### src/rtl/stk_seq_pkg.sv
package stk_seq_pkg;

    localparam int ADDR_W = 16;
    localparam int BYTE_W = 8;

    typedef enum logic [2:0] {
        CMD_NONE = 3'd0,
        CMD_CALL = 3'd1,
        CMD_RET  = 3'd2,
        CMD_IRET = 3'd3,
        CMD_BRK  = 3'd4,
        CMD_PUSH = 3'd5,
        CMD_PULL = 3'd6,
        CMD_RSVD = 3'd7
    } stk_cmd_e;

    // status bits touched by the sequencer
    localparam logic [BYTE_W-1:0] ST_ONE  = 8'h20; // always-one bit
    localparam logic [BYTE_W-1:0] ST_BRKF = 8'h10; // break marker
    localparam logic [BYTE_W-1:0] ST_IDIS = 8'h04; // interrupt disable

    function automatic logic cmd_legal(input logic [2:0] c);
        return (c != CMD_NONE) && (c != CMD_RSVD);
    endfunction

endpackage

### src/rtl/stk_ptr.sv
module stk_ptr
    import stk_seq_pkg::*;
#(
    parameter int unsigned           STACK_PAGE = 1,
    parameter logic [BYTE_W-1:0]     SP_RESET   = 8'hFD
) (
    input  logic                 clk,
    input  logic                 rst_n,
    input  logic                 push_en,
    input  logic                 pull_en,
    output logic [BYTE_W-1:0]    sp_q,
    output logic [ADDR_W-1:0]    wr_addr,
    output logic [ADDR_W-1:0]    rd_addr
);
    localparam int HI_W = ADDR_W - BYTE_W;
    localparam logic [HI_W-1:0]   PAGE_V = HI_W'(STACK_PAGE);
    localparam logic [BYTE_W-1:0] ONE    = BYTE_W'(1);

    logic [BYTE_W-1:0] sp_d;
    logic [BYTE_W-1:0] sp_up;

    always_comb begin
        sp_up = sp_q + ONE;
        sp_d  = sp_q;
        if (push_en)      sp_d = sp_q - ONE;
        else if (pull_en) sp_d = sp_up;
        wr_addr = {PAGE_V, sp_q};
        rd_addr = {PAGE_V, sp_up};
    end

    always_ff @(posedge clk) begin
        if (!rst_n) sp_q <= SP_RESET;
        else        sp_q <= sp_d;
    end

endmodule

### src/rtl/stk_seq_fsm.sv
module stk_seq_fsm
    import stk_seq_pkg::*;
(
    input  logic                 clk,
    input  logic                 rst_n,
    input  logic                 cmd_valid,
    input  logic [2:0]           cmd,
    input  logic [ADDR_W-1:0]    pc_in,
    input  logic [ADDR_W-1:0]    tgt_in,
    input  logic [BYTE_W-1:0]    status_in,
    input  logic [BYTE_W-1:0]    push_data,
    input  logic [ADDR_W-1:0]    wr_addr,
    input  logic [ADDR_W-1:0]    rd_addr,
    input  logic [BYTE_W-1:0]    mem_rdata,
    output logic [ADDR_W-1:0]    mem_addr,
    output logic [BYTE_W-1:0]    mem_wdata,
    output logic                 mem_we,
    output logic                 push_en,
    output logic                 pull_en,
    output logic                 busy,
    output logic                 done,
    output logic [ADDR_W-1:0]    pc_out,
    output logic [BYTE_W-1:0]    status_out,
    output logic [BYTE_W-1:0]    pull_data
);
    localparam int STEP_W = 2;

    typedef struct packed {
        logic                busy;
        stk_cmd_e            cmd;
        logic [STEP_W-1:0]   step;
        logic [ADDR_W-1:0]   ret_a;   // return address to push
        logic [ADDR_W-1:0]   tgt;
        logic [BYTE_W-1:0]   wbyte;   // single byte to push
        logic [BYTE_W-1:0]   cap0;    // first popped byte
        logic [BYTE_W-1:0]   cap1;    // second popped byte
        logic                done;
        logic [ADDR_W-1:0]   pc_o;
        logic [BYTE_W-1:0]   st_o;
        logic [BYTE_W-1:0]   pull_o;
    } seq_t;

    seq_t d, q;
    logic fin;

    always_comb begin
        d         = q;
        d.done    = 1'b0;
        fin       = 1'b0;
        mem_we    = 1'b0;
        mem_addr  = wr_addr;
        mem_wdata = '0;
        push_en   = 1'b0;
        pull_en   = 1'b0;

        if (!q.busy) begin
            if (cmd_valid && cmd_legal(cmd)) begin
                d.busy  = 1'b1;
                d.cmd   = stk_cmd_e'(cmd);
                d.step  = '0;
                d.tgt   = tgt_in;
                d.ret_a = (cmd == CMD_CALL) ? pc_in - ADDR_W'(1)
                                            : pc_in + ADDR_W'(2);
                d.wbyte = (cmd == CMD_BRK) ? (status_in | ST_ONE | ST_BRKF)
                                           : push_data;
            end
        end else begin
            unique case (q.cmd)
                CMD_CALL, CMD_BRK: begin
                    mem_we  = 1'b1;
                    push_en = 1'b1;
                    case (q.step)
                        2'd0:    mem_wdata = q.ret_a[ADDR_W-1:BYTE_W];
                        2'd1:    mem_wdata = q.ret_a[BYTE_W-1:0];
                        default: mem_wdata = q.wbyte;
                    endcase
                    if ((q.cmd == CMD_CALL) ? (q.step == 2'd1) : (q.step == 2'd2)) begin
                        fin    = 1'b1;
                        d.pc_o = q.tgt;
                        if (q.cmd == CMD_BRK) d.st_o = q.wbyte | ST_IDIS;
                    end
                end
                CMD_PUSH: begin
                    mem_we    = 1'b1;
                    push_en   = 1'b1;
                    mem_wdata = q.wbyte;
                    fin       = 1'b1;
                end
                CMD_PULL: begin
                    if (q.step == 2'd0) begin
                        mem_addr = rd_addr;
                        pull_en  = 1'b1;
                    end else begin
                        d.pull_o = mem_rdata;
                        fin      = 1'b1;
                    end
                end
                CMD_RET: begin
                    case (q.step)
                        2'd0: begin
                            mem_addr = rd_addr;
                            pull_en  = 1'b1;
                        end
                        2'd1: begin
                            mem_addr = rd_addr;
                            pull_en  = 1'b1;
                            d.cap0   = mem_rdata;
                        end
                        default: begin
                            d.pc_o = {mem_rdata, q.cap0} + ADDR_W'(1);
                            fin    = 1'b1;
                        end
                    endcase
                end
                CMD_IRET: begin
                    case (q.step)
                        2'd0: begin
                            mem_addr = rd_addr;
                            pull_en  = 1'b1;
                        end
                        2'd1: begin
                            mem_addr = rd_addr;
                            pull_en  = 1'b1;
                            d.cap0   = mem_rdata;
                        end
                        2'd2: begin
                            mem_addr = rd_addr;
                            pull_en  = 1'b1;
                            d.cap1   = mem_rdata;
                        end
                        default: begin
                            d.st_o = q.cap0 | ST_ONE;
                            d.pc_o = {mem_rdata, q.cap1};
                            fin    = 1'b1;
                        end
                    endcase
                end
                default: fin = 1'b1;
            endcase

            if (fin) begin
                d.busy = 1'b0;
                d.done = 1'b1;
            end else begin
                d.step = q.step + STEP_W'(1);
            end
        end
    end

    always_ff @(posedge clk) begin
        if (!rst_n) q <= '0;
        else        q <= d;
    end

    assign busy       = q.busy;
    assign done       = q.done;
    assign pc_out     = q.pc_o;
    assign status_out = q.st_o;
    assign pull_data  = q.pull_o;

endmodule

### src/rtl/stk_seq.sv
module stk_seq
    import stk_seq_pkg::*;
#(
    parameter int unsigned        STACK_PAGE = 1,
    parameter logic [BYTE_W-1:0]  SP_RESET   = 8'hFD
) (
    input  logic                 clk,
    input  logic                 rst_n,
    input  logic                 cmd_valid,
    input  logic [2:0]           cmd,
    input  logic [ADDR_W-1:0]    pc_in,
    input  logic [ADDR_W-1:0]    tgt_in,
    input  logic [BYTE_W-1:0]    status_in,
    input  logic [BYTE_W-1:0]    push_data,
    output logic [ADDR_W-1:0]    mem_addr,
    output logic [BYTE_W-1:0]    mem_wdata,
    output logic                 mem_we,
    input  logic [BYTE_W-1:0]    mem_rdata,
    output logic                 done,
    output logic                 busy,
    output logic [ADDR_W-1:0]    pc_out,
    output logic [BYTE_W-1:0]    status_out,
    output logic [BYTE_W-1:0]    pull_data,
    output logic [BYTE_W-1:0]    sp_out
);
    logic              push_en;
    logic              pull_en;
    logic [ADDR_W-1:0] wr_addr;
    logic [ADDR_W-1:0] rd_addr;

    stk_ptr #(
        .STACK_PAGE (STACK_PAGE),
        .SP_RESET   (SP_RESET)
    ) u_ptr (
        .clk     (clk),
        .rst_n   (rst_n),
        .push_en (push_en),
        .pull_en (pull_en),
        .sp_q    (sp_out),
        .wr_addr (wr_addr),
        .rd_addr (rd_addr)
    );

    stk_seq_fsm u_fsm (
        .clk        (clk),
        .rst_n      (rst_n),
        .cmd_valid  (cmd_valid),
        .cmd        (cmd),
        .pc_in      (pc_in),
        .tgt_in     (tgt_in),
        .status_in  (status_in),
        .push_data  (push_data),
        .wr_addr    (wr_addr),
        .rd_addr    (rd_addr),
        .mem_rdata  (mem_rdata),
        .mem_addr   (mem_addr),
        .mem_wdata  (mem_wdata),
        .mem_we     (mem_we),
        .push_en    (push_en),
        .pull_en    (pull_en),
        .busy       (busy),
        .done       (done),
        .pc_out     (pc_out),
        .status_out (status_out),
        .pull_data  (pull_data)
    );

endmodule

### config.mk
export PLATFORM = sky130hd
export DESIGN_NAME = stk_seq
export DESIGN_NICKNAME = d
export VERILOG_FILES = /design/src/rtl/stk_seq_pkg.sv /design/src/rtl/stk_ptr.sv /design/src/rtl/stk_seq_fsm.sv /design/src/rtl/stk_seq.sv
export SDC_FILE = /design/constraint.sdc
export NUM_CORES = 1
export LEC_CHECK = 0
export ABC_AREA = 1
export ABC_CLOCK_PERIOD_IN_PS = 4050
export CORE_UTILIZATION = 60
export CTS_CLUSTER_SIZE = 14
export DETAILED_ROUTE_END_ITERATION = 6
export DONT_BUFFER_PORTS = 1
export PLACE_DENSITY = 0.86
export SYNTH_ARGS = -nofsm -noshare
export SYNTH_HDL_FRONTEND = slang
export SYNTH_SLANG_ARGS = --single-unit
### constraint.sdc
create_clock -name clk -period 4.05 [get_ports clk]
set_input_delay 0 -clock clk [delete_from_list [all_inputs] [get_ports clk]]
set_output_delay 0 -clock clk [all_outputs]
set_load 0.1 [all_outputs]
# Word-level counts from Yosys, hierarchy flattened
# Index checks and enable logic that the tools add are counted.
# Widths: inputs -> output; s select.
[word_totals]
regBits = 103
output_inout_bits = 67
elab_cells = 96
[classes]
add_sub_neg = 6
n_eq_ne = 16
mux = 38
n_bitwise = 2
reduce_logical = 21
[ops]
columns = ["cell", "count"]
rows = [
  ["$pmux 16 s3", 2],
  ["$mux 8", 8],
  ["$mux 16", 3],
  ["$mux 24", 2],
  ["$pmux 8 s2", 3],
  ["$mux 46", 1],
  ["$add 16x1->16 const B", 1],
  ["$add 16x2->16 const B", 1],
  ["$sub 16x1->16 const B", 1],
  ["$mux 1", 15],
  ["$eq 3x3->1 const B", 4],
  ["$reduce_and 5->1", 2],
  ["$reduce_and 3->1", 3],
  ["$add 8x1->8 const B", 1],
  ["$sub 8x1->8 const B", 1],
  ["$eq 3x1->1 const B", 2],
  ["$eq 3x2->1 const B", 2],
  ["$ne 2x2->1 const B", 3],
  ["$reduce_and 2->1", 3],
  ["$reduce_bool 2->1", 3],
  ["$reduce_bool 3->1", 2],
  ["$reduce_or 2->1", 3],
  ["$reduce_or 3->1", 2],
  ["$mux 2", 2],
  ["10 further kinds", 13],
]

# Logic depth before layout (Yosys ltp)
[depth]
ltp_word = 7
depth_mapped = 12

# Cells and area by module
# Synthesis repeated with hierarchy kept, for this count alone.
[hier_totals]
cells_unflattened = 1084
area_unflattened_um2 = 6842.8
[by_module_without_submodules]
columns = ["module", "n_inst", "cells_per_inst", "area_per_inst_um2", "seq_area_each_um2"]
rows = [
  ["stk_seq_fsm", 1, 955, 6018.3, 1901.8],
  ["stk_ptr", 1, 129, 824.5, 160.2],
]

# Worst setup path after synthesis
# Ideal clock, no wire load.
[synth_timing]
path_type = "register -> output"
from = "register u_ptr.sp_q[1]"
to = "output mem_addr[4]"
t_arrival_ps = 3798
required_ps = 4050
slack_ps = 252
path_stages_with_launch = 5
path_buffers = 0
cell_sequence = "dfxtp_1 ha_1 nand3_1 xor2_1 o21ai_0"
[synth_via]
elab_chain_cells = 4
word_cells_on_any_way = 6
[synth_lines]
columns = ["element", "line", "rtl"]
rows = [
  ["from (decl)", "stk_ptr.sv:11", "output logic [BYTE_W-1:0] sp_q,"],
  ["from (signal assigned)", "stk_ptr.sv:33", "else sp_q <= sp_d;"],
  ["$add 8x1->8 (*)", "stk_ptr.sv:23", "sp_up = sp_q + ONE;"],
  ["$mux 8 (on tied branches)", "stk_seq_fsm.sv:116, stk_seq_fsm.sv:90, stk_seq_fsm.sv:99", ""],
  ["$pmux 16 s3 (*)", "stk_seq_fsm.sv:68", "unique case (q.cmd)"],
  ["$mux 16 (*)", "stk_seq_fsm.sv:56", "if (!q.busy) begin"],
  ["to (decl)", "stk_seq.sv:15", "output logic [ADDR_W-1:0] mem_addr,"],
]
# Every way passes the cells marked *; elsewhere a longest branch is shown, timed or not.

# Worst setup path after layout
[layout_timing]
from = "register u_fsm.q[93] (netlist bit)"
to = "output mem_addr[7]"
[layout_via]
elab_chain_cells = 3
word_cells_on_any_way = 5
[layout_lines]
columns = ["element", "line", "rtl"]
rows = [
  ["from (decl)", "stk_seq_fsm.sv:43", "seq_t d, q;"],
  ["from (signal assigned)", "stk_seq_fsm.sv:151", "if (!rst_n) q <= '0;"],
  ["from (signal assigned)", "stk_seq_fsm.sv:152", "else q <= d;"],
  ["$eq 3x2->1 or $eq 3x3->1 (tied branches)", "stk_seq_fsm.sv:68", ""],
  ["$pmux 16 s3 (*)", "stk_seq_fsm.sv:68", ""],
  ["$mux 16 (*)", "stk_seq_fsm.sv:56", ""],
]
# Marked as above.

==> run_results.csv <==
group,metric,value,unit
die,start_util,62.6,%
place,dpl_cell_area,0.00620,sq mm
grt,grt_pass1_wl,29000,um
drt,ant_nets,0,
synth,yosysMostFrequentCell,"nand2_1",
synth,ys_types,37,
drt,wirelength,17600,um
critical_path,crit_start,"u_fsm.q[93]",
drt,drt_pass1_iterations,7,
sta,clock.fmax,331,MHz
critical_path,max_stage_delay,0.51,ns
place,place_ws,1.50,ns
clocking,numCtsBuffers,9,
synth,yosysTopAreaCell,"dfxtp_1",
die,die_y,104,um
status,status,"complete, but fails checks",
sta,max_slew_margin,26.4,%
critical_path,critical_path_required,4.05,ns
critical_path,crit_arrival,3.02,ns
sta,slew_violations,0,
finish,area_delta_synth_final,13.0,%
grt,grt_start_max_net_pins,72,
synth,synthCells,955,
grt,grt_antenna_before_repair,0,
grt,grt_use_total,33.4,%
critical_path,cp_top_family,"simple AND/OR/NAND/NOR gates",
drt,vias_per_cell,5.75,
clocking,cts_sinks,103,
clocking,h-tree-depth,3,
die,fp.dieW,104,um
critical_path,path_max_fanout,15,
hold_path,min-delay-start,"pc_in[1]",
drt,drt_iter0_drc,538,
hold_path,holdCritPathClass,"in -> reg",
clocking,clk_pin_slew,0.10,ns
sta,skew,0.0190,ns
synth,synth_commonest_cells,"nand2_1, inv_1, o21ai_0, dfxtp_1, nor2_1",
die,placementRows,36,
synth,synth_ff_type,"dfxtp_1",
synth,yosys.area.top_type_share,33.3,%
sta,fin_crit,3.02,ns
drt,wl_per_cell,15.7,um
status,violations,"DRC, hold timing",
sta,tns,0,ns
synth,yosys_warnings,0,
clocking,cts_setup_buffers,0,
sta,setup-violations-final,0,
critical_path,critPathCaptureType,"output pin",
synth,synth_area_per_cell,6.49,sq um
die,core_area,0.00991,sq mm
finish,drive_gt1_share,9.02,%
place,dp_hpwl,11500,um
sta,worst_slack,1.03,ns
die,dieArea,0.0107,sq mm
sta,period_share,74.7,%
drt,drc,3,
grt,grt_pass1_vias,6086,
critical_path,slowest_stage,"nor2_2",
drt,num_vias,6444,
sta,finalHoldViolCount,1,
critical_path,path_cells,"inv_2 > nand2_4 > nor2_2 > nand2_1 > nand3_1 > nand2_1 > inv_2 > nand2_1 > a21boi_2 > buf_4",
place,io_buffer_count,0,
run,maxCapViolations,0,
synth,seq_area_frac_synth,33.3,%
sta,holdWs,-0.00491,ns
clocking,cts.path.max_buffers,2,
power_and_ir_drop,power.leakage,3.00,nW
critical_path,critPathKind,"reg -> out",
finish,finalInstanceArea,0.00700,sq mm
sta,grt_setup_unrepaired,"false",
grt,grt-ovfl-total,0,
critical_path,cp_common_cell,"nand2_1",
die,ios,129,
power_and_ir_drop,ir_drop,0.000205,V
finish,nNetsFinal,1055,
synth,synth_seq_cells,103,
finish,antennaDiodeCount,0,
power_and_ir_drop,power.density,343,mW/mm^2
place,gp_congestion,0.920,
synth,synth_area_leaders,"dfxtp_1, nand2_1, o21ai_0, a21oi_1, inv_1",
critical_path,crit_buf_inv,3,
synth,ys_async_sr_fraction,0,%
synth,syn-cell-area,0.00620,sq mm
clocking,root_buffer,"clkbuf_8",
synth,synth_enable_flop_cells,0,
sta,tightest_slew,1.10,ns
critical_path,r2r-start,"u_fsm.q[90]",
clocking,cts_tree,"built",
critical_path,start_kind,"flip-flop",
clocking,clk-insertion-delay-late,0.40,ns
## layout make-up
cell class	instances	area, sq um
clock inverter	6	53.8
tap	133	166
fill	814	2910
timing repair buffer	88	821
sequential	103	2060
clock buffer	10	138
multi-input combinational	663	3320
inverter	117	442
## cells by family after synthesis
logic type | share of synthesized area, %
compound gates | 19.8
xor+xnor | 1.98
flops | 33.3
simple gates | 27.8
buf+inv | 14.8
other cells | 0.121
fa+ha+maj | 2.22
## per-stage QoR
stage	std cells	utilization, %	total power, W
after floorplan	961	-	0.00163
final	1120	70.7	0.00240
after global routing	1120	70.7	0.00250
after detailed placement	1044	62.6	0.00171
after global placement	1044	62.6	0.00170
after CTS	1120	70.7	0.00238
## worst min-delay path, stage by stage
cell and delay [ns]:
inv_1 0.09, a211oi_1 0.09, a211oi_1 0.15
## where the power goes
group          internal, W  switching [W]  leakage [nW]  total, W
Sequential         0.00107       0.000105         0.841   0.00117
Clock             0.000250       0.000388        0.0950  0.000638
Combinational     0.000166       0.000424          2.06  0.000590
Total              0.00148       0.000917          3.00   0.00240
## per-layer routing
layer	share of wire [%]	wire [um]	track usage, %	vias to the layer above
met2	47	8180	55.0	334
met3	8.5	1500	7.11	77
met5	0	0	0	-
li1	-	-	-	3129
met4	4.7	818	19.2	0
met1	40	7090	40.2	2904
## what timing repair did
action / CTS / global route
hold buffers: 60 / 0
hold endpoints to repair: 91 / 0
gates resized for setup: 0 / 0
## path summary, 6_finish.rpt
path,to,cells past startpoint,slack [ns]
max reg2reg,u_ptr.sp_q[5],11,1.04
max,mem_addr[7],10,1.03
min reg2reg,u_fsm.q[63],2,0.46
min,u_fsm.q[74],3,-0.005
## placed cells by master, fill, tap and decap left out, types with 7 or more instances in the layout
cell type and n:
conb_1 8, inv_1 112, nand3_1 58, a21oi_1 78
a21oi_2 8, nor2_1 93, nand2_1 196, or2_2 9
dfxtp_1 103, nor3_1 12, dlygate4sd3_1 59, ha_1 11
o22ai_1 7, o21ai_0 102, a31oi_1 8, buf_4 28
nand4_1 17, o211ai_1 9, clkbuf_8 10, xor2_1 12
## flip-flops by register name, indices dropped and copies added, names as in the netlist
signal	count
u_fsm.q	61
u_fsm.pull_data	8
u_ptr.sp_q	8
u_fsm.pc_out	16
u_fsm.busy	1
u_fsm.done	1
u_fsm.status_out	8
No activity file was read; power rests on OpenSTA's default activity.
